--- config.mk ---
export PLATFORM = sky130hd
export DESIGN_NAME = hbridge_ctrl
export DESIGN_NICKNAME = d
export VERILOG_FILES = /design/src/rtl/hb_pkg.sv /design/src/rtl/hb_sync.sv /design/src/rtl/hb_fault.sv /design/src/rtl/hb_gate.sv /design/src/rtl/hbridge_ctrl.sv
export SDC_FILE = /design/constraint.sdc
export NUM_CORES = 1
export LEC_CHECK = 0
export BUFFER_PORTS_ARGS = -buffer_cell sky130_fd_sc_hd__buf_2
export CELL_PAD_IN_SITES_DETAIL_PLACEMENT = 1
export CELL_PAD_IN_SITES_GLOBAL_PLACEMENT = 2
export CORE_MARGIN = 1
export CORE_UTILIZATION = 36
export DETAILED_ROUTE_END_ITERATION = 16
export GPL_TIMING_DRIVEN = 0
export PLACE_DENSITY_LB_ADDON = 0.1
export SETUP_SLACK_MARGIN = 0.3
export SLEW_MARGIN = 30
export SYNTH_ARGS = -nofsm -noshare
export SYNTH_HDL_FRONTEND = slang
export SYNTH_SLANG_ARGS = --single-unit
--- constraint.sdc ---
create_clock -name clk -period 1.7 [get_ports clk]
set_clock_uncertainty 0.15 [all_clocks]
set_input_delay 0.17 -clock clk [delete_from_list [all_inputs] [get_ports clk]]
set_output_delay 0.17 -clock clk [all_outputs]
set_load 0.005 [all_outputs]
--- src/rtl/hb_pkg.sv ---
package hb_pkg;
  localparam int NLEG = 2;

  typedef struct packed {
    logic hs;
    logic ls;
  } gate_req_t;
endpackage

--- src/rtl/hb_sync.sv ---
module hb_sync #(
  parameter int W      = 8,
  parameter int STAGES = 2
) (
  input  logic         clk,
  input  logic         rst,
  input  logic [W-1:0] d,
  output logic [W-1:0] q
);
  logic [W-1:0] chain [STAGES];

  always_ff @(posedge clk) begin
    if (rst) begin
      for (int i = 0; i < STAGES; i++) chain[i] <= '0;
    end else begin
      chain[0] <= d;
      for (int i = 1; i < STAGES; i++) chain[i] <= chain[i-1];
    end
  end

  assign q = chain[STAGES-1];
endmodule

--- src/rtl/hb_fault.sv ---
module hb_fault (
  input  logic clk,
  input  logic rst,
  input  logic dir_lvl,
  input  logic ot_trip,
  input  logic ot_cool,
  input  logic sat,
  output logic fault_nxt
);
  logic hot_q, fault_q, dir_d;
  logic hot_nxt, dir_rise;

  always_comb begin
    hot_nxt   = ot_trip | (hot_q & ~ot_cool);
    dir_rise  = dir_lvl & ~dir_d;
    fault_nxt = hot_nxt | sat | (fault_q & ~dir_rise);
  end

  always_ff @(posedge clk) begin
    if (rst) begin
      hot_q   <= 1'b0;
      fault_q <= 1'b0;
      dir_d   <= 1'b0;
    end else begin
      hot_q   <= hot_nxt;
      fault_q <= fault_nxt;
      dir_d   <= dir_lvl;
    end
  end
endmodule

--- src/rtl/hb_gate.sv ---
module hb_gate
  import hb_pkg::*;
#(
  parameter int DT_CYCLES = 4
) (
  input  logic      clk,
  input  logic      rst,
  input  gate_req_t req,
  output logic      hs_q,
  output logic      ls_q
);
  localparam int CW = $clog2(DT_CYCLES + 2);
  localparam logic [CW-1:0] GAP_MAX = CW'(DT_CYCLES);

  logic [CW-1:0] hs_gap, ls_gap;

  always_ff @(posedge clk) begin
    if (rst) begin
      hs_q   <= 1'b0;
      ls_q   <= 1'b0;
      hs_gap <= GAP_MAX;
      ls_gap <= GAP_MAX;
    end else begin
      hs_q   <= req.hs & ~ls_q & (ls_gap == GAP_MAX);
      ls_q   <= req.ls & ~hs_q & (hs_gap == GAP_MAX);
      hs_gap <= hs_q ? '0 : ((hs_gap == GAP_MAX) ? GAP_MAX : hs_gap + 1'b1);
      ls_gap <= ls_q ? '0 : ((ls_gap == GAP_MAX) ? GAP_MAX : ls_gap + 1'b1);
    end
  end
endmodule

--- src/rtl/hbridge_ctrl.sv ---
module hbridge_ctrl
  import hb_pkg::*;
#(
  parameter int SYNC_STAGES = 2,
  parameter int DT_CYCLES   = 4
) (
  input  logic            clk,
  input  logic            rst,
  input  logic [NLEG-1:0] dir_in,
  input  logic            pwm,
  input  logic [NLEG-1:0] en_in,
  input  logic            uv_flag,
  input  logic            ov_flag,
  input  logic [NLEG-1:0] ot_trip,
  input  logic [NLEG-1:0] ot_cool,
  input  logic [NLEG-1:0] sat_flag,
  input  logic            test_req,
  input  logic [NLEG-1:0] noload,
  output logic [NLEG-1:0] hs,
  output logic [NLEG-1:0] ls,
  output logic [NLEG-1:0] diag_pd
);
  localparam int RAW_W = 6 * NLEG + 4;

  logic [RAW_W-1:0] raw, synced;
  logic [NLEG-1:0]  s_dir, s_en, s_trip, s_cool, s_sat, s_noload;
  logic             s_pwm, s_uv, s_ov, s_test;
  logic             supply_bad;

  assign raw = {test_req, ov_flag, uv_flag, pwm,
                noload, sat_flag, ot_cool, ot_trip, en_in, dir_in};

  hb_sync #(.W(RAW_W), .STAGES(SYNC_STAGES)) u_sync (
    .clk(clk), .rst(rst), .d(raw), .q(synced)
  );

  assign {s_test, s_ov, s_uv, s_pwm,
          s_noload, s_sat, s_cool, s_trip, s_en, s_dir} = synced;

  assign supply_bad = s_uv | s_ov;

  for (genvar g = 0; g < NLEG; g++) begin : g_leg
    logic      fault_nxt, leg_off;
    gate_req_t req;

    hb_fault u_fault (
      .clk(clk), .rst(rst), .dir_lvl(s_dir[g]),
      .ot_trip(s_trip[g]), .ot_cool(s_cool[g]), .sat(s_sat[g]),
      .fault_nxt(fault_nxt)
    );

    always_comb begin
      leg_off = supply_bad | fault_nxt | ~s_en[g];
      req.hs  = ~leg_off & s_dir[g];
      req.ls  = ~leg_off & ~s_test & ~s_dir[g] & s_pwm;
    end

    hb_gate #(.DT_CYCLES(DT_CYCLES)) u_gate (
      .clk(clk), .rst(rst), .req(req), .hs_q(hs[g]), .ls_q(ls[g])
    );

    always_ff @(posedge clk) begin
      if (rst) diag_pd[g] <= 1'b0;
      else     diag_pd[g] <= fault_nxt | (s_test & s_noload[g]);
    end
  end
endmodule

==> flow_summary.toml <==
[timing]
hold_violations = 0
slew_violations = 0
setup_viol = 0
fin_crit_ns = 1.44
fmax_mhz = 693
rsz0062_at_grt = "yes"
tightest_slew_ns = 0.617
setup_tns_ns = 0
finalCritPeriodShare = 0.849
relSlewSlack = 0.589

[yosys]
synth.most_common_cell = "dfxtp_1"
synth_edf_count = 0
yosys_warnings = 0
avgSynthCellArea_um2 = 10.8
synth.top_cells.by_area = "dfxtp_1 (59%), nor2b_1 (12%), ha_1 (5.3%), a2111oi_0 (3.7%), inv_1 (2.4%)"
synth_area_um2 = 1880
yosysSeqAreaShare = 0.595
synth_top_area_frac = 0.595
ys_types = 21
syn_inst = 174
ys_seq_elements = 56
synth_top_area_cell = "dfxtp_1"
synth_common_cells = "dfxtp_1 (56), nor2b_1 (36), inv_1 (12), nor2_1 (9)"
yosys_most_used_dff = "dfxtp_1"
syn-num-nets = 200
ys_async_sr_fraction = 0

[final_layout]
fin_area_um2 = 2400
drive_gt1_frac = 0.208
area_delta_synth_final_pct = 27.4
final_util = 0.492
antenna_cells = 0
finish.net_count = 246

[die]
die_w_um = 74.3
ios = 24
die_area_um2 = 5530
coreArea_um2 = 4880
fp-row-count = 25
die_h_um = 74.3
initial_core_util = 0.386

[routing]
post_drt_wl_per_cell_um = 12.5
drc = 0
vias = 1297
detailedRoute.firstIterationViolations = 49
first_pass_iters = 4
ant_nets = 0
wl_um = 3590
viasPerCell = 4.50

[clock_network]
path_clk_slew_ns = 0.09
cts_tree = "done"
cts_max_level = 2
clkSinkCount = 56
cts-root-buf = "clkbuf_8"
clockBufferDepth = 2
cts_made_buffers = 5
clock_latency_ns = 0.30

[critical_path]
crit_path_end_kind = "register"
worst_path_max_delay_cell = "or3b_4"
critPathArrivalTime_ns = 1.52
rrSetupSlack_ns = 0.26
crit_chain = "or3b_4 -> a2111o_1 -> nor3_1"
worstSetupPathType = "reg2reg"
cp-start-kind = "register"
crit_fanout = 2
cpPeakStageDelay_ns = 0.39
cp.required_ns = 1.78

[power]
p_leak_nw = 0.977
power.share.clock = 0.367
powerDensity_nw_per_um2 = 1000
peakVddDrop_mv = 0.462
switching_share = 0.198
p_int_w = 0.00193
seqPwrFrac = 0.573
p_comb_frac = 0.060
p_switching_w = 0.000476

[global_routing]
antenna_found_initial = 0
grt_pass1_wl_um = 6020
grt_pass1_vias = 1419
overflow = 0
track_usage = 0.149
grt_start_max_net_pins = 18

[min_path]
min_path_type = "in2reg"

[run]
cap_violations = 0

[place]
gp_congestion = 0.679
port_buffers = 22
dpl_cell_area_um2 = 2080
post-dp-hpwl_um = 2470

[status]
status = "completed"
==> layout by cell type (no fill, tap or decap), types with 2 or more instances in the layout <==
cell / synthesis / final
nor2b_1: 36 / 36
nand2_1: 3 / 3
clkbuf_1: 6 / 6
buf_4: 4 / 5
inv_1: 12 / 12
clkbuf_8: 0 / 6
o21bai_1: 4 / 4
dlygate4sd3_1: 0 / 16
a2111o_1: 2 / 2
dfxtp_2: 0 / 3
or2_4: 0 / 2
nor2_1: 9 / 9
a2111oi_1: 0 / 4
buf_2: 0 / 22
nand3b_1: 4 / 4
dfxtp_1: 56 / 53
nand3_1: 4 / 4
a211oi_1: 2 / 2
a21oi_1: 2 / 2
a2111oi_2: 0 / 2
ha_1: 8 / 8
a2111oi_0: 8 / 2
o21ai_0: 4 / 4
nand2b_1: 2 / 2
nor4_2: 2 / 2
==> path summary, 6_finish.rpt <==
check	from	cells past startpoint	to
worst max-delay path	u_sync.chain[0][30]$_SDFF_PP0_	3	g_leg[0].u_gate.ls_q$_SDFF_PP0_
worst min register to register	u_sync.chain[0][2]$_SDFF_PP0_	1	u_sync.chain[0][18]$_SDFF_PP0_
worst max register to register	u_sync.chain[0][30]$_SDFF_PP0_	3	g_leg[0].u_gate.ls_q$_SDFF_PP0_
worst min-delay path	rst	2	g_leg[1].u_gate.ls_gap[1]$_SDFF_PP0_
==> routing by layer <==
| layer | up-vias | GRT usage | routed length, µm |
|---|---|---|---|
| met3 | 6 | 0.0407 | 148 |
| li1 | 660 | - | - |
| met1 | 604 | 0.148 | 1420 |
| met4 | 0 | 0.0566 | 42 |
| met2 | 27 | 0.291 | 1980 |
| met5 | - | 0 | 0 |
==> area by class of cell <==
cell class,instances,area [µm²]
multi-input cells,96,696
clock buffers,6,82.6
plain buffers,10,52.6
inverters,12,45.0
flip-flops and latches,56,1120
fillers,549,2480
well taps,67,83.8
repair buffers,39,278
clock inverters,2,38.8
==> per-stage QoR <==
step	power, W	std cells	setup WS, ns	hold slack, ns
after detailed placement	0.00152	263	0.209	0.236
after global placement	0.00151	263	0.258	0.227
final	0.00240	288	0.256	0.219
after floorplan	0.00147	174	0.332	0.148
after CTS	0.00243	288	0.250	0.209
after global routing	0.00251	288	0.198	0.258
==> critical path: cells and delay by family, from the launching register on <==
kind / cells / cell delay [ns]
and+or+nand+nor: 2 / 0.56
AOI/OAI and AO/OA: 1 / 0.34
DFF: 1 / 0.33
==> flip-flops by register name (all words and copies together), names as in the netlist <==
| register | count |
|---|---|
| u_sync.chain | 32 |
| g_leg.u_gate.hs_gap | 6 |
| g_leg.u_gate.ls_gap | 6 |
| diag_pd | 2 |
| g_leg.u_fault.dir_d | 2 |
| g_leg.u_fault.fault_q | 2 |
| g_leg.u_fault.hot_q | 2 |
| g_leg.u_gate.hs_q | 2 |
| g_leg.u_gate.ls_q | 2 |
==> power by group through the flow <==
stage	sequential [W]	combinational [W]	clock [W]
global placement	0.00141	0.000107	0
global route	0.00138	0.000160	0.000970
finish	0.00138	0.000144	0.000880
floorplan	0.00140	0.0000698	0
CTS	0.00138	0.000142	0.000913
detailed placement	0.00141	0.000111	0
==> cells by family after synthesis <==
family,share of synthesized area
compound gates,0.0890
buf+inv,0.0518
simple gates,0.211
flops,0.595
fa+ha+maj,0.0531
==> timing repair <==
action	CTS	global route
endpoints found under the hold margin	16	0
cloned	0	0
hold buffers	16	0
setup buffers	1	0
endpoints found under the setup margin	6	12
gates resized for setup	5	10
pin swaps	0	1
Note: power is estimated with default switching activity, not from simulation.
